==> config.mk <==
export PLATFORM = sky130hd
export DESIGN_NAME = port_reset_sequencer
export DESIGN_NICKNAME = d
export VERILOG_FILES = /design/src/rtl/rsq_pkg.sv /design/src/rtl/rsq_slot_en.sv /design/src/rtl/rsq_port_ctrl.sv /design/src/rtl/port_reset_sequencer.sv
export SDC_FILE = /design/constraint.sdc
export NUM_CORES = 1
export LEC_CHECK = 0
export ABC_AREA = 1
export BUFFER_PORTS_ARGS = -buffer_cell sky130_fd_sc_hd__buf_2
export CORE_MARGIN = 2
export CORE_UTILIZATION = 55
export CTS_CLUSTER_DIAMETER = 50
export DETAILED_ROUTE_END_ITERATION = 10
export PLACE_DENSITY = 0.8
export RECOVER_POWER = 50
export SYNTH_ARGS = -nofsm -noshare
export SYNTH_HDL_FRONTEND = slang
export SYNTH_SLANG_ARGS = --single-unit
==> constraint.sdc <==
create_clock -name clk -period 1.65 [get_ports clk]
set_input_delay 0.165 -clock clk [delete_from_list [all_inputs] [get_ports clk]]
set_output_delay 0.165 -clock clk [all_outputs]
set_load 0.02 [all_outputs]
==> src/rtl/rsq_pkg.sv <==
package rsq_pkg;

  localparam int unsigned REG_W = 32;

  // register byte offsets
  localparam logic [11:0] OFS_SLOT_EN = 12'h000;
  localparam logic [11:0] OFS_RST_CTL = 12'h510;
  localparam logic [11:0] OFS_STATUS  = 12'h804;

  // reset control bit positions
  localparam int unsigned B_PHY    = 0;
  localparam int unsigned B_PIPE   = 1;
  localparam int unsigned B_MAC    = 2;
  localparam int unsigned B_CFG    = 3;
  localparam int unsigned B_PERST  = 8;
  localparam int unsigned B_LDR_LO = 13;
  localparam int unsigned B_LDR_HI = 15;

  // status bit positions
  localparam int unsigned B_TMO  = 0;
  localparam int unsigned B_LINK = 10;

  // per-slot stride in the shared enable register
  localparam int unsigned SLOT_STRIDE = 8;
  localparam int unsigned B_TRAIN_EN  = 0;
  localparam int unsigned B_L1_EN     = 1;

  typedef struct packed {
    logic [2:0] ldr_en;
    logic       perst;
    logic       cfg;
    logic       mac;
    logic       pipe;
    logic       phy;
  } rst_ctl_t;

endpackage

==> src/rtl/rsq_slot_en.sv <==
module rsq_slot_en
  import rsq_pkg::*;
#(
  parameter int unsigned NUM_PORTS = 2
) (
  input  logic                 clk,
  input  logic                 rst_n,
  input  logic                 en_we,
  input  logic [REG_W-1:0]     en_wdata,
  output logic [REG_W-1:0]     en_view,
  output logic [NUM_PORTS-1:0] train_en,
  output logic [NUM_PORTS-1:0] l1_en
);

  logic [NUM_PORTS-1:0] train_q, train_d;
  logic [NUM_PORTS-1:0] l1_q, l1_d;

  always_comb begin
    train_d = train_q;
    l1_d    = l1_q;
    if (en_we) begin
      for (int n = 0; n < NUM_PORTS; n++) begin
        train_d[n] = en_wdata[n*SLOT_STRIDE + B_TRAIN_EN];
        l1_d[n]    = en_wdata[n*SLOT_STRIDE + B_L1_EN];
      end
    end
  end

  always_ff @(posedge clk or negedge rst_n) begin
    if (!rst_n) begin
      train_q <= '0;
      l1_q    <= '0;
    end else begin
      train_q <= train_d;
      l1_q    <= l1_d;
    end
  end

  always_comb begin
    en_view = '0;
    for (int n = 0; n < NUM_PORTS; n++) begin
      en_view[n*SLOT_STRIDE + B_TRAIN_EN] = train_q[n];
      en_view[n*SLOT_STRIDE + B_L1_EN]    = l1_q[n];
    end
  end

  assign train_en = train_q;
  assign l1_en    = l1_q;

endmodule

==> src/rtl/rsq_port_ctrl.sv <==
module rsq_port_ctrl
  import rsq_pkg::*;
#(
  parameter int unsigned TIMEOUT_CYCLES = 12500000,
  parameter int unsigned PULSE_CYCLES   = 16
) (
  input  logic             clk,
  input  logic             rst_n,
  input  logic             ctl_we,
  input  logic [REG_W-1:0] ctl_wdata,
  input  logic             train_en,
  input  logic             train_done,
  output logic [REG_W-1:0] ctl_view,
  output logic [REG_W-1:0] stat_view,
  output logic             phy_rst_n,
  output logic             pipe_rst_n,
  output logic             mac_rst_n,
  output logic             cfg_rst_n,
  output logic             perst_n,
  output logic             link_up,
  output logic             ldr_armed,
  output logic             tmo_flag
);

  localparam int unsigned TMR_W = $clog2(TIMEOUT_CYCLES + 1);
  localparam int unsigned PLS_W = $clog2(PULSE_CYCLES + 1);
  localparam logic [TMR_W-1:0] TMR_LAST = TMR_W'(TIMEOUT_CYCLES - 1);
  localparam logic [PLS_W-1:0] PLS_LOAD = PLS_W'(PULSE_CYCLES);

  rst_ctl_t         ctl_q, ctl_d;
  logic             link_q, link_d;
  logic [PLS_W-1:0] pls_q, pls_d;
  logic [TMR_W-1:0] tmr_q, tmr_d;
  logic             tmo_q, tmo_d;

  logic pulse_on, train_ok, link_fall, tmr_run, tmr_hit;

  // reset control register
  always_comb begin
    ctl_d = ctl_q;
    if (ctl_we) begin
      ctl_d.phy    = ctl_wdata[B_PHY];
      ctl_d.pipe   = ctl_wdata[B_PIPE];
      ctl_d.mac    = ctl_wdata[B_MAC];
      ctl_d.cfg    = ctl_wdata[B_CFG];
      ctl_d.perst  = ctl_wdata[B_PERST];
      ctl_d.ldr_en = ctl_wdata[B_LDR_HI:B_LDR_LO];
    end
  end

  assign pulse_on   = (pls_q != '0);
  assign ldr_armed  = |ctl_q.ldr_en;

  assign phy_rst_n  = ctl_q.phy;
  assign pipe_rst_n = ctl_q.pipe;
  assign mac_rst_n  = ctl_q.mac & ~pulse_on;
  assign cfg_rst_n  = ctl_q.cfg & ~pulse_on;
  assign perst_n    = ctl_q.perst;

  // training gate and link state
  assign train_ok  = train_en & ctl_q.phy & ctl_q.pipe & mac_rst_n & ctl_q.perst;
  assign link_d    = train_ok & train_done;
  assign link_fall = link_q & ~link_d;

  // link-down auto-reset pulse
  always_comb begin
    pls_d = pls_q;
    if (link_fall && ldr_armed) begin
      pls_d = PLS_LOAD;
    end else if (pulse_on) begin
      pls_d = pls_q - 1'b1;
    end
  end

  // training window timer and sticky flag
  assign tmr_run = train_ok & ~link_q & ~tmo_q;
  assign tmr_hit = tmr_run && (tmr_q == TMR_LAST);

  always_comb begin
    tmr_d = tmr_run ? tmr_q + 1'b1 : '0;
    tmo_d = tmo_q;
    if (!ctl_q.phy) begin
      tmo_d = 1'b0;
    end else if (tmr_hit) begin
      tmo_d = 1'b1;
    end
  end

  always_ff @(posedge clk or negedge rst_n) begin
    if (!rst_n) begin
      ctl_q  <= '0;
      link_q <= 1'b0;
      pls_q  <= '0;
      tmr_q  <= '0;
      tmo_q  <= 1'b0;
    end else begin
      ctl_q  <= ctl_d;
      link_q <= link_d;
      pls_q  <= pls_d;
      tmr_q  <= tmr_d;
      tmo_q  <= tmo_d;
    end
  end

  always_comb begin
    ctl_view                    = '0;
    ctl_view[B_PHY]             = ctl_q.phy;
    ctl_view[B_PIPE]            = ctl_q.pipe;
    ctl_view[B_MAC]             = ctl_q.mac;
    ctl_view[B_CFG]             = ctl_q.cfg;
    ctl_view[B_PERST]           = ctl_q.perst;
    ctl_view[B_LDR_HI:B_LDR_LO] = ctl_q.ldr_en;
    stat_view                   = '0;
    stat_view[B_LINK]           = link_q;
    stat_view[B_TMO]            = tmo_q;
  end

  assign link_up  = link_q;
  assign tmo_flag = tmo_q;

endmodule

==> src/rtl/port_reset_sequencer.sv <==
module port_reset_sequencer
  import rsq_pkg::*;
#(
  parameter int unsigned NUM_PORTS      = 2,
  parameter int unsigned ADDR_W         = 12,
  parameter int unsigned TIMEOUT_CYCLES = 12500000,
  parameter int unsigned PULSE_CYCLES   = 16,
  localparam int unsigned PORT_W        = (NUM_PORTS > 1) ? $clog2(NUM_PORTS) : 1
) (
  input  logic                 clk,
  input  logic                 rst_n,
  input  logic                 reg_we,
  input  logic [PORT_W-1:0]    reg_port,
  input  logic [ADDR_W-1:0]    reg_addr,
  input  logic [REG_W-1:0]     reg_wdata,
  output logic [REG_W-1:0]     reg_rdata,
  input  logic [NUM_PORTS-1:0] train_done,
  output logic [NUM_PORTS-1:0] phy_rst_n,
  output logic [NUM_PORTS-1:0] pipe_rst_n,
  output logic [NUM_PORTS-1:0] mac_rst_n,
  output logic [NUM_PORTS-1:0] cfg_rst_n,
  output logic [NUM_PORTS-1:0] perst_n,
  output logic [NUM_PORTS-1:0] ltssm_en,
  output logic [NUM_PORTS-1:0] aspm_l1_en,
  output logic [NUM_PORTS-1:0] link_up
);

  localparam logic [ADDR_W-1:0] A_SLOT = ADDR_W'(OFS_SLOT_EN);
  localparam logic [ADDR_W-1:0] A_RST  = ADDR_W'(OFS_RST_CTL);
  localparam logic [ADDR_W-1:0] A_STAT = ADDR_W'(OFS_STATUS);

  logic                 slot_we;
  logic [REG_W-1:0]     slot_view;
  logic [REG_W-1:0]     ctl_view_w  [NUM_PORTS];
  logic [REG_W-1:0]     stat_view_w [NUM_PORTS];
  logic [NUM_PORTS-1:0] ldr_arm_w;
  logic [NUM_PORTS-1:0] tmo_w;

  assign slot_we = reg_we && (reg_addr == A_SLOT);

  rsq_slot_en #(
    .NUM_PORTS (NUM_PORTS)
  ) u_slot_en (
    .clk      (clk),
    .rst_n    (rst_n),
    .en_we    (slot_we),
    .en_wdata (reg_wdata),
    .en_view  (slot_view),
    .train_en (ltssm_en),
    .l1_en    (aspm_l1_en)
  );

  for (genvar p = 0; p < NUM_PORTS; p++) begin : g_port
    logic ctl_we;
    assign ctl_we = reg_we && (reg_addr == A_RST) && (reg_port == PORT_W'(p));

    rsq_port_ctrl #(
      .TIMEOUT_CYCLES (TIMEOUT_CYCLES),
      .PULSE_CYCLES   (PULSE_CYCLES)
    ) u_port (
      .clk        (clk),
      .rst_n      (rst_n),
      .ctl_we     (ctl_we),
      .ctl_wdata  (reg_wdata),
      .train_en   (ltssm_en[p]),
      .train_done (train_done[p]),
      .ctl_view   (ctl_view_w[p]),
      .stat_view  (stat_view_w[p]),
      .phy_rst_n  (phy_rst_n[p]),
      .pipe_rst_n (pipe_rst_n[p]),
      .mac_rst_n  (mac_rst_n[p]),
      .cfg_rst_n  (cfg_rst_n[p]),
      .perst_n    (perst_n[p]),
      .link_up    (link_up[p]),
      .ldr_armed  (ldr_arm_w[p]),
      .tmo_flag   (tmo_w[p])
    );
  end

  always_comb begin
    reg_rdata = '0;
    if (reg_addr == A_SLOT) begin
      reg_rdata = slot_view;
    end else begin
      for (int p = 0; p < NUM_PORTS; p++) begin
        if (reg_port == PORT_W'(p)) begin
          if (reg_addr == A_RST)  reg_rdata = ctl_view_w[p];
          if (reg_addr == A_STAT) reg_rdata = stat_view_w[p];
        end
      end
    end
  end

endmodule

==> run metrics <==
failing checks=negative setup slack; Final Cycle Share=105%; FMAX=0.577 GHz; DP Worst Slack=25.1 ps; CP Launch Type=register; Post-route DRC=0; Final Setup Violations=18; Clock Latency Late Sink=350 ps; FF-to-FF Start=g_port[0].u_port.pls_q[1]; mux cell area share after synthesis=0%; Nets=848; Vias=4,752; port bufs=52; Syn Area/Cell=7.15 µm²; worst setup margin=-84.2 ps; max-cap check violation count=0; sequential element share of the synthesized area=40.0%; Area growth, synth to finish=20.1%; Clock Tree Buf Depth=2; run status=finished, violations left; Simple-Gate Fraction of Synth Area=38.2%; CP Capture Type=register; placed wire-length estimate=7940 µm; drt first pass iters=5; maximum fanout along the worst path=5; Worst EP required=1920 ps; Syn Inst Count=717; CTS Sinks=82; Core ar.=9150 µm²; YS warnings=0; HP Class=input pin to register; Synth Area in XOR/XNOR=3.07%; Die Ht=101 µm; Synth async-reset ratio=100%; Routability Congestion=0.918; DIE AREA=10,100 µm²; most frequent cell after synthesis=nand2_1; worst min-delay path startpoint=reg_wdata[9]; Top reg by flops=g_port.u_port.tmr_q; max_slew headroom=40.4%; Starting Density=56.0%; Post-DRT Antenna Nets=0; Wirelength per Cell=13.4 µm; Detailed Route Iter0 Violations=176; power per cell area=715 nW/µm²; post-synth cell types=33; largest family of logic cells by synthesized area=simple AND/OR/NAND/NOR gates; first-pass GRT wire length=19,900 µm; ant diodes=0; Critical Path Source=g_port[0].u_port.pls_q[1]; Synth top cells by count=nand2_1 (195), nor2_1 (130), inv_1 (88), dfrtp_1 (82), buf_4 (36); min Tclk post-route=1730 ps; RSZ-0062 raised after global routing=true; CTS buffer count=9; total grt overflow=0; Die Wd=101 µm; initial antenna violation count=0; Worst Path Arrival=2010 ps; Slew Viols, Final=0; clock slew at reported path FFs=90 ps; Hold Vio Cnt, Final=0; drt total wl=12,100 µm; Final Skew=8.56 ps; Top FF cell, synth=dfrtp_1; Synth Cell Area=5130 µm²; complex-gate fraction of the synthesized area=3.12%; vias in the first global route=4,494; worst-margin pin slew=894 ps; Rows=35; max reg flops=48; # IOs=98; Max rail drop VDD=0.000368 V; Vias/cell=5.23; Synth area leader=dfrtp_1; hold_ws=27.0 ps; overall routing resource usage=24.3%; htree depth=3; Yosys reg bits=82; WS Path Type=register to register; Pleak=0.00298 µW; Area contributors post-synth=dfrtp_1 (40%), nand2_1 (14%), nor2_1 (9.5%); TritonCTS clock tree=yes; EDFF count, synth=0; largest net degree at the start of global routing=40; adder-cell share of the synthesized area=1.46%; clock root buffer=clkbuf_8; Yosys top cell area share=40.0%; share of cells above drive strength 1=24.5%
-- worst paths after layout --
path | endpoint | slack (ps) | cells past startpoint
min in group asynchronous | g_port[1].u_port.tmr_q[2] | 480 | 2
max | g_port[0].u_port.tmr_q[23] | -80 | 11
max in group asynchronous | u_slot_en.l1_en[1] | 310 | 3
min | u_slot_en.l1_en[1] | 30 | 3
max reg2reg | g_port[0].u_port.tmr_q[23] | -80 | 11
min reg2reg | g_port[0].u_port.tmr_q[0] | 470 | 1
-- per-layer routing --
metal | track usage, % | vias up | routed length (µm)
li1 | - | 2314 | -
met1 | 31.7 | 2260 | 5150
met2 | 41.3 | 152 | 6120
met3 | 4.51 | 26 | 576
met4 | 7.48 | 0 | 284
met5 | 0 | - | 0
-- cells by family (layout without fill, tap and decap cells) --
| logic type | after synthesis | in the layout |
|---|---|---|
| AO/OA/AOI/OAI | 30 | 30 |
| XOR/XNOR | 18 | 18 |
| adder cells (fa/ha/maj) | 6 | 6 |
| buffers and inverters | 143 | 202 |
| flip-flops | 82 | 82 |
| other | 1 | 22 |
| AND/OR/NAND/NOR | 437 | 437 |
-- stage by stage --
step | total power [µW] | TNS, ps | cells | instance area, µm² | util (%)
6_report | 4400 | -1040 | 908 | 6160 | 67.3
2_1_floorplan | 2280 | 0 | 738 | 5210 | -
3_5_place_dp | 2360 | 0 | 868 | 5370 | 58.7
4_1_cts | 4380 | -80.6 | 899 | 5840 | 63.9
5_1_grt | 4530 | -4100 | 908 | 6160 | 67.3
3_3_place_gp | 2350 | 0 | 868 | 5370 | 58.7
-- critical path, cell delays in order (launching register included) --
cell	delay, ps
dfrtp_1	410
inv_2	90
ha_4	150
nand2_4	50
nor2_4	130
buf_6	120
buf_6	100
nand4_4	80
nor2_4	220
buf_6	160
nand2_1	50
nor2_1	100
-- power by group --
part           switching, µW  internal, µW
Clock                    756          1210
Sequential              7.99          2020
Combinational            252           162
-- final cells by class --
cell class / instances / area, µm²
repair buffers: 91 / 642
fillers: 712 / 2990
flip-flops and latches: 82 / 2050
multi-input cells: 513 / 2670
clock buffers: 10 / 138
inverters: 95 / 383
clock inverters: 6 / 138
well taps: 111 / 139
-- layout by cell type, fill, tap and decap left out, types with 3 or more instances in the layout --
cell type / Yosys / layout
nand4_1: 24 / 24
nand3b_1: 4 / 4
nor3_1: 17 / 14
nor2_2: 6 / 12
xor2_1: 14 / 14
buf_4: 36 / 24
o21ai_0: 16 / 15
bufinv_16: 0 / 4
a21oi_1: 9 / 7
dfrtp_1: 82 / 81
inv_1: 88 / 80
inv_2: 6 / 10
nor3_2: 1 / 3
nand2_1: 195 / 178
clkbuf_8: 0 / 10
buf_2: 4 / 46
nand2_4: 0 / 5
conb_1: 1 / 22
nor2_1: 130 / 114
nand2_2: 7 / 19
ha_1: 6 / 4
nor2_4: 11 / 21
nand3_2: 3 / 4
xnor2_1: 4 / 4
buf_6: 6 / 17
nand3_1: 33 / 32
-- what timing repair did --
item | in CTS | in global routing
endpoints found under the setup margin | 5 | 56
hold buffers | 1 | 0
pin swaps | 6 | 39
setup buffers | 14 | 10
hold endpoints to repair | 32 | 0
resized for setup | 28 | 74
(Power assumes the default switching activity.)
